--- config.mk ---
export PLATFORM = sky130hd
export DESIGN_NAME = e1_rx_slot_timer
export DESIGN_NICKNAME = d
export VERILOG_FILES = /design/src/rtl/e1_rx_timing_pkg.sv /design/src/rtl/e1_rx_pos_ctr.sv /design/src/rtl/e1_rx_frame_ctr.sv /design/src/rtl/e1_rx_strobe_dec.sv /design/src/rtl/e1_rx_slot_timer.sv
export SDC_FILE = /design/constraint.sdc
export NUM_CORES = 1
export LEC_CHECK = 0
export BUFFER_PORTS_ARGS = -buffer_cell sky130_fd_sc_hd__buf_2
export CAP_MARGIN = 20
export CELL_PAD_IN_SITES_DETAIL_PLACEMENT = 1
export CELL_PAD_IN_SITES_GLOBAL_PLACEMENT = 2
export CORE_MARGIN = 2
export CORE_UTILIZATION = 27
export DETAILED_ROUTE_END_ITERATION = 10
export PLACE_DENSITY_LB_ADDON = 0.1
export REMOVE_ABC_BUFFERS = 1
export SYNTH_ARGS = -nofsm -noshare
export SYNTH_HDL_FRONTEND = slang
export SYNTH_HIERARCHICAL = 1
export SYNTH_SLANG_ARGS = --single-unit
--- constraint.sdc ---
create_clock -name clk -period 4.1 [get_ports clk]
set_input_delay 0 -clock clk [delete_from_list [all_inputs] [get_ports clk]]
set_output_delay 0 -clock clk [all_outputs]
set_load 0.02 [all_outputs]
--- src/rtl/e1_rx_timing_pkg.sv ---
package e1_rx_timing_pkg;

    // Default frame geometry
    localparam int unsigned DEF_SLOTS      = 32;
    localparam int unsigned DEF_SLOT_BITS  = 8;
    localparam int unsigned DEF_MF_FRAMES  = 16;

    // How the shared slot strobe pin behaves when the fractional path is on
    typedef enum logic {
        FRAC_GAPPED_CLK  = 1'b0,
        FRAC_LEVEL_ENBL  = 1'b1
    } frac_style_e;

    // Decoded strobe set handed from the decoder to the output stage
    typedef struct packed {
        logic slot_lsb;
        logic frame_end;
        logic mf_end;
        logic slot_chosen;
        logic bypass;
    } strobe_set_t;

    // Slip selection: both-equal codes bypass the elastic store
    function automatic logic slip_is_bypass(input logic [1:0] sel);
        return (sel == 2'b00) || (sel == 2'b11);
    endfunction

endpackage

--- src/rtl/e1_rx_pos_ctr.sv ---
module e1_rx_pos_ctr #(
    parameter int unsigned SLOTS     = 32,
    parameter int unsigned SLOT_BITS = 8,
    parameter int unsigned SLOT_W    = $clog2(SLOTS),
    parameter int unsigned BIT_W     = $clog2(SLOT_BITS)
) (
    input  logic              clk,
    input  logic              rst,
    input  logic              start,
    output logic              running,
    output logic [BIT_W-1:0]  bit_idx,
    output logic [SLOT_W-1:0] slot_idx,
    output logic              slot_last_bit,
    output logic              frame_last_bit
);

    localparam logic [BIT_W-1:0]  BIT_TOP  = BIT_W'(SLOT_BITS - 1);
    localparam logic [SLOT_W-1:0] SLOT_TOP = SLOT_W'(SLOTS - 1);

    logic [BIT_W-1:0]  bit_nxt;
    logic [SLOT_W-1:0] slot_nxt;

    assign slot_last_bit  = (bit_idx == BIT_TOP);
    assign frame_last_bit = slot_last_bit && (slot_idx == SLOT_TOP);

    // Bit increment: power-of-two slots wrap for free, others compare
    generate
        if ((1 << BIT_W) == SLOT_BITS) begin : g_bit_pow2
            assign bit_nxt = bit_idx + 1'b1;
        end else begin : g_bit_cmp
            assign bit_nxt = slot_last_bit ? '0 : bit_idx + 1'b1;
        end
        if ((1 << SLOT_W) == SLOTS) begin : g_slot_pow2
            assign slot_nxt = slot_idx + 1'b1;
        end else begin : g_slot_cmp
            assign slot_nxt = (slot_idx == SLOT_TOP) ? '0 : slot_idx + 1'b1;
        end
    endgenerate

    always_ff @(posedge clk) begin
        if (rst) begin
            running  <= 1'b0;
            bit_idx  <= '0;
            slot_idx <= '0;
        end else if (start) begin
            running  <= 1'b1;
            bit_idx  <= '0;
            slot_idx <= '0;
        end else if (running) begin
            bit_idx <= bit_nxt;
            if (slot_last_bit) begin
                slot_idx <= slot_nxt;
            end
        end
    end

endmodule

--- src/rtl/e1_rx_frame_ctr.sv ---
module e1_rx_frame_ctr #(
    parameter int unsigned MF_FRAMES = 16,
    parameter int unsigned FRM_W     = $clog2(MF_FRAMES)
) (
    input  logic clk,
    input  logic rst,
    input  logic mf_start,
    input  logic frame_start,
    input  logic frame_wrap,
    output logic last_frame
);

    localparam logic [FRM_W-1:0] FRM_TOP = FRM_W'(MF_FRAMES - 1);

    logic [FRM_W-1:0] frm_idx;

    assign last_frame = (frm_idx == FRM_TOP);

    always_ff @(posedge clk) begin
        if (rst) begin
            frm_idx <= '0;
        end else if (mf_start) begin
            frm_idx <= '0;
        end else if (frame_start || frame_wrap) begin
            frm_idx <= last_frame ? '0 : frm_idx + 1'b1;
        end
    end

endmodule

--- src/rtl/e1_rx_strobe_dec.sv ---
module e1_rx_strobe_dec
    import e1_rx_timing_pkg::*;
#(
    parameter int unsigned SLOTS  = 32,
    parameter int unsigned SLOT_W = $clog2(SLOTS)
) (
    input  logic              clk,
    input  logic              running,
    input  logic [SLOT_W-1:0] slot_idx,
    input  logic              slot_last_bit,
    input  logic              frame_last_bit,
    input  logic              last_frame,
    input  logic [1:0]        slip_mode,
    input  logic              frac_en,
    input  logic              frac_style,
    input  logic [SLOTS-1:0]  slot_mask,
    input  logic              data_q,
    output logic              ts_clk,
    output logic              fsync,
    output logic              msync,
    output logic              sync_oe,
    output logic              frac_data
);

    strobe_set_t st;
    frac_style_e style;

    assign style = frac_style_e'(frac_style);

    always_comb begin
        st.bypass      = slip_is_bypass(slip_mode);
        st.slot_lsb    = running && slot_last_bit;
        st.frame_end   = running && frame_last_bit && st.bypass;
        st.mf_end      = st.frame_end && last_frame;
        st.slot_chosen = running && frac_en && slot_mask[slot_idx];
    end

    // Slot strobe pin: per-slot LSB strobe, gapped clock or level enable
    always_comb begin
        if (!frac_en) begin
            ts_clk = st.slot_lsb;
        end else begin
            case (style)
                FRAC_GAPPED_CLK: ts_clk = st.slot_chosen && clk;
                default:         ts_clk = st.slot_chosen;
            endcase
        end
    end

    assign fsync     = st.frame_end;
    assign msync     = st.mf_end;
    assign sync_oe   = st.bypass;
    assign frac_data = st.slot_chosen && data_q;

endmodule

--- src/rtl/e1_rx_slot_timer.sv ---
module e1_rx_slot_timer
    import e1_rx_timing_pkg::*;
#(
    parameter int unsigned SLOTS     = DEF_SLOTS,
    parameter int unsigned SLOT_BITS = DEF_SLOT_BITS,
    parameter int unsigned MF_FRAMES = DEF_MF_FRAMES,
    parameter int unsigned SLOT_W    = $clog2(SLOTS)
) (
    input  logic              clk,
    input  logic              rst,
    input  logic              frame_mark,
    input  logic              mf_mark,
    input  logic [1:0]        slip_mode,
    input  logic              frac_en,
    input  logic              frac_style,
    input  logic [SLOTS-1:0]  slot_mask,
    input  logic              rx_bit,
    output logic              ts_clk,
    output logic [SLOT_W-1:0] ts_num,
    output logic              fsync,
    output logic              msync,
    output logic              sync_oe,
    output logic              frac_data
);

    localparam int unsigned BIT_W = $clog2(SLOT_BITS);
    localparam int unsigned FRM_W = $clog2(MF_FRAMES);

    logic              running;
    logic [BIT_W-1:0]  bit_idx;
    logic [SLOT_W-1:0] slot_idx;
    logic              slot_last_bit;
    logic              frame_last_bit;
    logic              last_frame;
    logic              any_start;
    logic              data_q;

    assign any_start = frame_mark || mf_mark;

    // Payload bit register, aligned with the counters
    always_ff @(posedge clk) begin
        if (rst) begin
            data_q <= 1'b0;
        end else begin
            data_q <= rx_bit;
        end
    end

    e1_rx_pos_ctr #(
        .SLOTS     (SLOTS),
        .SLOT_BITS (SLOT_BITS),
        .SLOT_W    (SLOT_W),
        .BIT_W     (BIT_W)
    ) u_pos (
        .clk            (clk),
        .rst            (rst),
        .start          (any_start),
        .running        (running),
        .bit_idx        (bit_idx),
        .slot_idx       (slot_idx),
        .slot_last_bit  (slot_last_bit),
        .frame_last_bit (frame_last_bit)
    );

    e1_rx_frame_ctr #(
        .MF_FRAMES (MF_FRAMES),
        .FRM_W     (FRM_W)
    ) u_frm (
        .clk         (clk),
        .rst         (rst),
        .mf_start    (mf_mark),
        .frame_start (frame_mark),
        .frame_wrap  (running && frame_last_bit),
        .last_frame  (last_frame)
    );

    e1_rx_strobe_dec #(
        .SLOTS  (SLOTS),
        .SLOT_W (SLOT_W)
    ) u_dec (
        .clk            (clk),
        .running        (running),
        .slot_idx       (slot_idx),
        .slot_last_bit  (slot_last_bit),
        .frame_last_bit (frame_last_bit),
        .last_frame     (last_frame),
        .slip_mode      (slip_mode),
        .frac_en        (frac_en),
        .frac_style     (frac_style),
        .slot_mask      (slot_mask),
        .data_q         (data_q),
        .ts_clk         (ts_clk),
        .fsync          (fsync),
        .msync          (msync),
        .sync_oe        (sync_oe),
        .frac_data      (frac_data)
    );

    assign ts_num = slot_idx;

endmodule

After elaboration in Yosys (flattened, before gate mapping)
Index checks and enable logic that the tools add are counted.
{ "classes": {"multipliers": 0, "div_mod_pow": 0, "muxes": 5, "shift": 0, "eq_ne": 4, "reduce_logical": 16, "bitwise": 0, "n_addsub": 3, "n_lt_le_gt_ge": 1} }
{ "op_table": {"columns": ["cell", "n"], "rows": [
  ["$logic_and A1 B1 Y1", 9],
  ["$lt A5 B6 Y1 const B", 1],
  ["$add A5 B1 Y5 const B", 1],
  ["$bmux W1 S5", 1],
  ["$eq A5 B5 Y1 const B", 1],
  ["$add A4 B1 Y4 const B", 1],
  ["$eq A4 B4 Y1 const B", 1],
  ["$mux W4", 1],
  ["$reduce_or A2 Y1", 2],
  ["$add A3 B1 Y3 const B", 1],
  ["$eq A3 B3 Y1 const B", 1],
  ["$logic_or A1 B1 Y1", 3],
  ["$mux W1", 3],
  ["$eq A2 B2 Y1 const B", 1],
  ["$logic_not A2 Y1", 1],
  ["$reduce_and A2 Y1", 1]
]} }
{ "totals": {"out_inout_bits": 10, "rom_bits": 0, "input_bits": 41, "wordCells": 34, "mem_bits_rw": 0, "reg_bits": 14, "latchBits": 0, "mem_count": 0} }

Longest topological paths before layout
Gate-level depths: netlist of the first run.
{ "depth": {"ltp_word": 6, "ltp_mapped": 8} }

Cells and area by module
Netlist of the first run, hierarchy kept.
{ "modules_own_cells": {"columns": ["module", "seq_area_each_um2", "cells_per_inst", "area_each_um2", "n_inst"], "rows": [
  ["e1_rx_pos_ctr", 180.2, 42, 402.9, 1],
  ["e1_rx_strobe_dec", 0.0, 37, 384.1, 1],
  ["e1_rx_frame_ctr", 80.1, 22, 192.7, 1],
  ["e1_rx_slot_timer", 20.0, 4, 38.8, 1]
]} }

==> flow_metrics.env, run 1 <==
export IMPL_status="complete, no violations"
export IMPL_tritoncts="done"
export IMPL_p_sw_share_pct=22.16
export IMPL_gp_congestion=0.6622
export IMPL_drtAntennaViolNets=0
export IMPL_crit_path_end_kind="primary output"
export IMPL_timing_final_ws_setup_ns=1.437
export IMPL_worst_slew_pin_slew_ns=0.9455
export IMPL_synth_enable_flop_cells=0
export IMPL_relative_max_transition_margin_pct=36.88
export IMPL_dp_hpwl_um=2091
export IMPL_setup_worst_path_class="clock port to primary output"
export IMPL_p_int_uw=316.6
export IMPL_finalWirelength_um=2726
export IMPL_synth_top_area_cell="sky130_fd_sc_hd__dfxtp_1"
export IMPL_switchingPower_uw=90.11
export IMPL_drt_wirelength_per_cell_um=12.92
export IMPL_floorplan_die_height_um=65.42
export IMPL_grt_start_max_net_pins=21
export IMPL_hold_start="frac_en"
export IMPL_min_delay_path_depth=3
export IMPL_seq_power_share_pct=34.9
export IMPL_timing_critical_path_cells="clkbuf_8, clkbuf_8, o21ai_2, o22ai_2, buf_2"
export IMPL_synth_avg_cell_area_um2=9.700
export IMPL_clkLatencyLatePin_ns=0.35
export IMPL_power_combinational_fraction_pct=11.1
export IMPL_final_hold_worst_slack_ns=0.2988
export IMPL_origin_of_the_worst_setup_path="clk"
export IMPL_cts_hold_repair_buffers=5
export IMPL_final_fill_count=449
export IMPL_cellPowerDensity_nw_per_um2=284.7
export IMPL_core_region_area_um2=3633
export IMPL_place_worst_setup_slack_ns=1.627
export IMPL_grt_pass1_wl_um=4485
export IMPL_num_vias=991
export IMPL_maxCapViolCount=0
export IMPL_critPathMaxStageDelay_ns=0.16
export IMPL_cp_arrival_ns=2.66
export IMPL_slew_viol_final=0
export IMPL_timing_rr_start="u_pos/slot_idx[1]"
export IMPL_syn_cell_area_um2=1018
export IMPL_drt_first_pass_iters=3
export IMPL_antenna_diode_count=0
export IMPL_placementRows=22
export IMPL_netlist_cell_type_count=35
export IMPL_layout_worst_path_cycle_share_pct=64.95
export IMPL_cp_max_fo=2
export IMPL_antenna_found_initial=0
export IMPL_die_width_um=65.42
export IMPL_synthesis_stage_register_bit_count=14
export IMPL_globalRoute_totalOverflow=0
export IMPL_start_kind="clock port"
export IMPL_hp_class="input port to primary output"
export IMPL_io_buffer_count=50
export IMPL_layout_drive_gt1_share_pct=42.94
export IMPL_max_clock_freq_mhz=379.4
export IMPL_timing_critical_path_slowest_stage_cell="sky130_fd_sc_hd__buf_2"
export IMPL_hold_viol=0
export IMPL_dr_first_iter_drc_count=24
export IMPL_layout_area_overhead_vs_synth_pct=40.29
export IMPL_clock_power_share_pct=54.0
export IMPL_timing_reg2reg_setup_slack_ns=1.63
export IMPL_synth_cells_most_frequent="sky130_fd_sc_hd__dfxtp_1, sky130_fd_sc_hd__mux2i_1, sky130_fd_sc_hd__nor2_1"
export IMPL_final_nets=210
export IMPL_power_leakage_nw=0.6153
export IMPL_grt_pass1_vias=1061
export IMPL_ys_warnings_count=6
export IMPL_synth_async_sr_flop_share_pct=0
export IMPL_worst_r2r_endpoint="u_frm/frm_idx[3]"
export IMPL_peakVddDrop_mv=0.1675
export IMPL_count_of_mapped_cells_out_of_synthesis=105
export IMPL_synth_largest_type_area_fraction_pct=27.52
export IMPL_setup_tns_final_ns=0
export IMPL_boundary_pins=51
export IMPL_cts_setup_buffers=0
export IMPL_fp_dieArea_um2=4279
export IMPL_synth_top_cells_by_area="sky130_fd_sc_hd__dfxtp_1, sky130_fd_sc_hd__mux2i_1, sky130_fd_sc_hd__mux4_2"
export IMPL_required_time_of_the_worst_setup_path_ns=4.10
export IMPL_finalSetupViolCount=0
export IMPL_grt_setup_unrepaired="false"
export IMPL_post_cts_resize_count=0
export IMPL_cp_common_cell="sky130_fd_sc_hd__clkbuf_8"
export IMPL_timing_hold_worst_endpoint="ts_clk"
export IMPL_synth_sequential_area_ratio_pct=27.52
export IMPL_routed_via_count_divided_by_cell_count=4.697
export IMPL_ff2ff_path_depth=8
export IMPL_track_usage_pct=14.12
export IMPL_remaining_drc_errors=0
export IMPL_effective_utilization_at_floorplan_pct=28.03
export IMPL_skew_ns=0.001249
export IMPL_timing_final_crit_period_ns=2.663
export IMPL_synth_flop_cell="sky130_fd_sc_hd__dfxtp_1"
-- cell usage in the layout (no fill, tap or decap) --
| cell | instances |
|---|---|
| sky130_fd_sc_hd__o21ai_0 | 3 |
| sky130_fd_sc_hd__a21oi_1 | 4 |
| sky130_fd_sc_hd__nor3b_1 | 1 |
| sky130_fd_sc_hd__and2_1 | 2 |
| sky130_fd_sc_hd__xnor2_1 | 2 |
| sky130_fd_sc_hd__mux4_1 | 1 |
| sky130_fd_sc_hd__nand2_4 | 1 |
| sky130_fd_sc_hd__mux2_2 | 1 |
| sky130_fd_sc_hd__nand2_1 | 7 |
| sky130_fd_sc_hd__nor2_1 | 11 |
| sky130_fd_sc_hd__o21ai_2 | 1 |
| sky130_fd_sc_hd__or2_1 | 1 |
| sky130_fd_sc_hd__a22oi_2 | 1 |
| sky130_fd_sc_hd__a31oi_1 | 1 |
| sky130_fd_sc_hd__nand3b_1 | 2 |
| sky130_fd_sc_hd__a2111oi_0 | 1 |
| sky130_fd_sc_hd__mux4_2 | 3 |
| sky130_fd_sc_hd__nand3_1 | 5 |
| sky130_fd_sc_hd__clkbuf_8 | 7 |
| sky130_fd_sc_hd__nand4_1 | 1 |
| sky130_fd_sc_hd__dfxtp_1 | 14 |
| sky130_fd_sc_hd__xor2_1 | 3 |
| sky130_fd_sc_hd__o22ai_2 | 1 |
| sky130_fd_sc_hd__or2_2 | 2 |
| sky130_fd_sc_hd__o311ai_0 | 1 |
| sky130_fd_sc_hd__or3_1 | 3 |
| sky130_fd_sc_hd__a21oi_2 | 1 |
| sky130_fd_sc_hd__and2_2 | 1 |
| sky130_fd_sc_hd__ha_1 | 5 |
| sky130_fd_sc_hd__and3_4 | 1 |
| sky130_fd_sc_hd__and3_1 | 2 |
| sky130_fd_sc_hd__mux2i_1 | 14 |
| sky130_fd_sc_hd__buf_2 | 50 |
| sky130_fd_sc_hd__nor2b_1 | 4 |
| sky130_fd_sc_hd__dlygate4sd3_1 | 5 |
-- metrics by stage --
stage	cells	utilization [%]	cell area [um2]	power (mW)
floorplan	101	-	972.2	0.1671
global placement	199	35.30	1282	0.1913
detailed placement	199	35.30	1282	0.1924
CTS	211	39.33	1429	0.4169
global route	211	39.33	1429	0.4305
finish	211	39.33	1429	0.4067
-- cells by family after synthesis --
group / count (synthesis) / synth area share [%]
AOI/OAI and AO/OA: 14 / 9.951
xor gates and xnor gates: 5 / 4.301
adders and majority gates: 5 / 6.143
buffers and inverters: 4 / 4.545
DFF: 14 / 27.52
muxes: 19 / 24.08
and+or+nand+nor: 44 / 23.46
-- power by group through the flow --
| stage | combinational (mW) | sequential (mW) | clock (mW) |
|---|---|---|---|
| 2_1_floorplan | 0.0178 | 0.144 | 0.00530 |
| 3_3_place_gp | 0.0402 | 0.145 | 0.00601 |
| 3_5_place_dp | 0.0413 | 0.145 | 0.00601 |
| 4_1_cts | 0.0456 | 0.142 | 0.229 |
| 5_1_grt | 0.0502 | 0.142 | 0.238 |
| 6_report | 0.0450 | 0.142 | 0.220 |
-- worst max-delay path: cells and delay by family --
kind,cells,cell delay (ns)
buf+inv,3,0.39
compound gates,2,0.22
-- area by class of cell --
cell class                      instances  area (um2)  area share [%]
Clock buffer                            8       101.3           7.093
Multi-Input combinational cell         87       691.9           48.42
Sequential cell                        14       280.3           19.61
Tap cell                               48       60.06           4.203
Timing Repair Buffer                   54       295.3           20.67
-- flip-flops by register name (all words and copies together) (netlist names) --
signal,cells
data_q,1
u_pos/running,1
u_pos/slot_idx,5
u_pos/bit_idx,3
u_frm/frm_idx,4
-- layer usage --
layer | GRT usage, % | wire (um)
met3 | 5.479 | 144
met1 | 16.49 | 1197
met5 | 0 | 0
met2 | 22.32 | 1344
met4 | 7.292 | 40
-- worst max path at each step --
stage | endpoint | slack, ns | depth (start not counted)
after floorplan | u_frm/frm_idx[3] | 1.76 | 8
after global placement | u_frm/frm_idx[3] | 1.70 | 8
after detailed placement | u_frm/frm_idx[3] | 1.63 | 8
after CTS | ts_clk | 1.42 | 6
after global routing | ts_clk | 1.19 | 6
final | ts_clk | 1.44 | 5
Note: power is estimated with default switching activity, not from simulation.
==> run 2: changes to the inputs <==
--- a/config.mk
+++ b/config.mk
@@ -5,12 +5,13 @@
 export SDC_FILE = /design/constraint.sdc
 export NUM_CORES = 1
 export LEC_CHECK = 0
+export ABC_AREA = 1
 export BUFFER_PORTS_ARGS = -buffer_cell sky130_fd_sc_hd__buf_2
 export CAP_MARGIN = 20
 export CELL_PAD_IN_SITES_DETAIL_PLACEMENT = 1
 export CELL_PAD_IN_SITES_GLOBAL_PLACEMENT = 2
 export CORE_MARGIN = 2
-export CORE_UTILIZATION = 27
+export CORE_UTILIZATION = 23
 export DETAILED_ROUTE_END_ITERATION = 10
 export PLACE_DENSITY_LB_ADDON = 0.1
 export REMOVE_ABC_BUFFERS = 1
==> constraint.sdc (replaced) <==
create_clock -name clk -period 2.5 [get_ports clk]
set_input_delay 0 -clock clk [delete_from_list [all_inputs] [get_ports clk]]
set_output_delay 0 -clock clk [all_outputs]
set_load 0.02 [all_outputs]
==> run 2 against run 1 <==
Compared with the run above:
- clock-buffer cell count unchanged
- critical path type unchanged
- cell area increased by 11%
- total power grew 64%
- first-iteration DRC count increased by 38%
- setup slack lost 0.98 ns
- register-to-register slack worse by 0.93 ns
- via count rose by 27%
- sequential power is 64% higher
==> flow_metrics.env, run 2 <==
export IMPL_synth_cells_most_frequent="sky130_fd_sc_hd__nand2_1, sky130_fd_sc_hd__nand3_1, sky130_fd_sc_hd__nor2_1"
export IMPL_final_hold_worst_slack_ns=0.3025
export IMPL_fp_dieArea_um2=5495
export IMPL_required_time_of_the_worst_setup_path_ns=2.50
export IMPL_grt_setup_unrepaired="false"
export IMPL_track_usage_pct=13.16
export IMPL_remaining_drc_errors=0
export IMPL_routed_via_count_divided_by_cell_count=4.128
export IMPL_die_width_um=74.13
export IMPL_final_common_cell="sky130_fd_sc_hd__buf_2"
export IMPL_hold_viol=0
export IMPL_largestRegisters="u_pos/slot_idx: 5 flops, u_frm/frm_idx: 4 flops, u_pos/bit_idx: 3 flops"
export IMPL_synth_top_area_cell="sky130_fd_sc_hd__dfxtp_1"
export IMPL_placementRows=25
export IMPL_drt_first_pass_iters=4
export IMPL_postLayoutCoreUtil_pct=33.59
export IMPL_hp_class="input port to primary output"
export IMPL_final_cell_mix="sky130_fd_sc_hd__buf_2, sky130_fd_sc_hd__nand2_1, sky130_fd_sc_hd__nand3_1"
export IMPL_finish_cell_count_without_fillers=304
export IMPL_antenna_diode_count=0
export IMPL_synth_sequential_area_ratio_pct=24.78
export IMPL_largest_register_ff_count=5
export IMPL_status="complete, no violations"
export IMPL_num_vias=1255
export IMPL_final_nets=284
export IMPL_placement_cell_area_um2=1430
export IMPL_power_uw=668.4
export IMPL_count_of_mapped_cells_out_of_synthesis=176
export IMPL_dp_hpwl_um=2710
export IMPL_cp_common_cell="sky130_fd_sc_hd__clkbuf_8"
export IMPL_power_leakage_nw=0.8063
export IMPL_top_register="u_pos/slot_idx"
export IMPL_synth_top_cells_by_area="sky130_fd_sc_hd__dfxtp_1, sky130_fd_sc_hd__nand2_1, sky130_fd_sc_hd__nand3_1"
export IMPL_core_region_area_um2=4723
export IMPL_timing_reg2reg_setup_slack_ns=0.70
export IMPL_synth_largest_type_area_fraction_pct=24.78
export IMPL_dpl_cell_count=291
export IMPL_dr_first_iter_drc_count=33
export IMPL_cp_max_fo=2
export IMPL_synthesis_stage_register_bit_count=14
export IMPL_layout_drive_gt1_share_pct=35.02
export IMPL_floorplan_die_height_um=74.13
export IMPL_place_worst_setup_slack_ns=0.6842
export IMPL_ys_warnings_count=6
export IMPL_maxCapViolCount=0
export IMPL_cts_setup_buffers=0
export IMPL_timing_critical_path_cells="clkbuf_8, clkbuf_8, or2_2, nand4_1, nand2_1, buf_2"
export IMPL_drt_wirelength_per_cell_um=10.96
export IMPL_min_delay_path_depth=3
export IMPL_io_buffer_count=50
export IMPL_clkLatencyLatePin_ns=0.34
export IMPL_grt_start_max_net_pins=20
export IMPL_grt_pass1_wl_um=5575
export IMPL_peakVddDrop_mv=0.2268
export IMPL_synth_most_common_cell="sky130_fd_sc_hd__nand2_1"
export IMPL_antenna_found_initial=0
export IMPL_boundary_pins=51
export IMPL_skew_ns=0.002206
export IMPL_ff2ff_path_depth=14
export IMPL_final_design_area_no_fill_um2=1587
export IMPL_tritoncts="done"
export IMPL_synth_flop_cell="sky130_fd_sc_hd__dfxtp_1"
export IMPL_globalRoute_totalOverflow=0
export IMPL_relative_max_transition_margin_pct=73.75
export IMPL_synth_avg_cell_area_um2=6.427
export IMPL_worst_slew_pin_slew_ns=0.3932
export IMPL_setup_tns_final_ns=0
export IMPL_netlist_cell_type_count=26
export IMPL_timing_critical_path_slowest_stage_cell="sky130_fd_sc_hd__or2_2"
export IMPL_start_kind="clock port"
export IMPL_synth_async_sr_flop_share_pct=0
export IMPL_crit_path_end_kind="primary output"
export IMPL_critPathMaxStageDelay_ns=0.28
export IMPL_grt_pass1_vias=1351
export IMPL_finalSetupViolCount=0
export IMPL_synth_enable_flop_cells=0
export IMPL_gp_congestion=0.6931
export IMPL_finalWirelength_um=3332
export IMPL_layout_area_overhead_vs_synth_pct=40.27
export IMPL_drtAntennaViolNets=0
export IMPL_timing_final_ws_setup_ns=0.4576
export IMPL_cellPowerDensity_nw_per_um2=421.3
export IMPL_effective_utilization_at_floorplan_pct=23.95
export IMPL_slew_viol_final=0
export IMPL_syn_cell_area_um2=1131
export IMPL_setup_worst_path_class="clock port to primary output"
export IMPL_cp_arrival_ns=2.04
run 2: cell families (layout without fill, tap and decap cells):
family / Yosys count / count (layout) / synth area share (%)
flops: 14 / 14 / 24.78
compound gates: 13 / 13 / 5.752
xor+xnor: 2 / 2 / 1.549
fa+ha+maj: 5 / 5 / 5.531
simple gates: 117 / 117 / 49.89
buf+inv: 25 / 86 / 12.50
run 2: worst paths after layout:
| path | startpoint | end |
|---|---|---|
| setup / recovery | clk | ts_clk |
| hold / removal | slip_mode[0] | sync_oe |
| setup reg to reg | u_pos/slot_idx[1] | u_frm/frm_idx[3] |
| hold reg to reg | u_frm/frm_idx[0] | u_frm/frm_idx[0] |
run 2: routing by layer:
| metal | vias up | track usage (%) | wire length [um] |
|---|---|---|---|
| met5 | - | 0 | 0 |
| met4 | 0 | 5.455 | 36 |
| met3 | 4 | 4.472 | 216 |
| met2 | 41 | 23.91 | 1581 |
| met1 | 526 | 13.82 | 1497 |
| li1 | 684 | - | - |
run 2: critical path, delay by kind of cell:
family,cells,cell delay [ns]
simple gates,3,0.42
buf+inv,3,0.38
run 2: layout make-up:
| cell class | instances | area, um2 |
|---|---|---|
| Inverter | 21 | 91.34 |
| Sequential cell | 14 | 280.3 |
| Multi-Input combinational cell | 137 | 709.4 |
| Fill cell | 633 | 3137 |
| Timing Repair Buffer | 57 | 320.3 |
| Tap cell | 67 | 83.83 |
| Clock buffer | 8 | 101.3 |
run 2: what timing repair did:
action                                 4_1_cts  5_1_grt
hold buffers                                 6        0
gates resized for setup                      0        0
endpoints found under the hold margin        6        0
run 2: power by group:
part / internal (mW) / switching, mW
Combinational: 0.0469 / 0.0402
Sequential: 0.228 / 0.00569
Clock: 0.248 / 0.0998
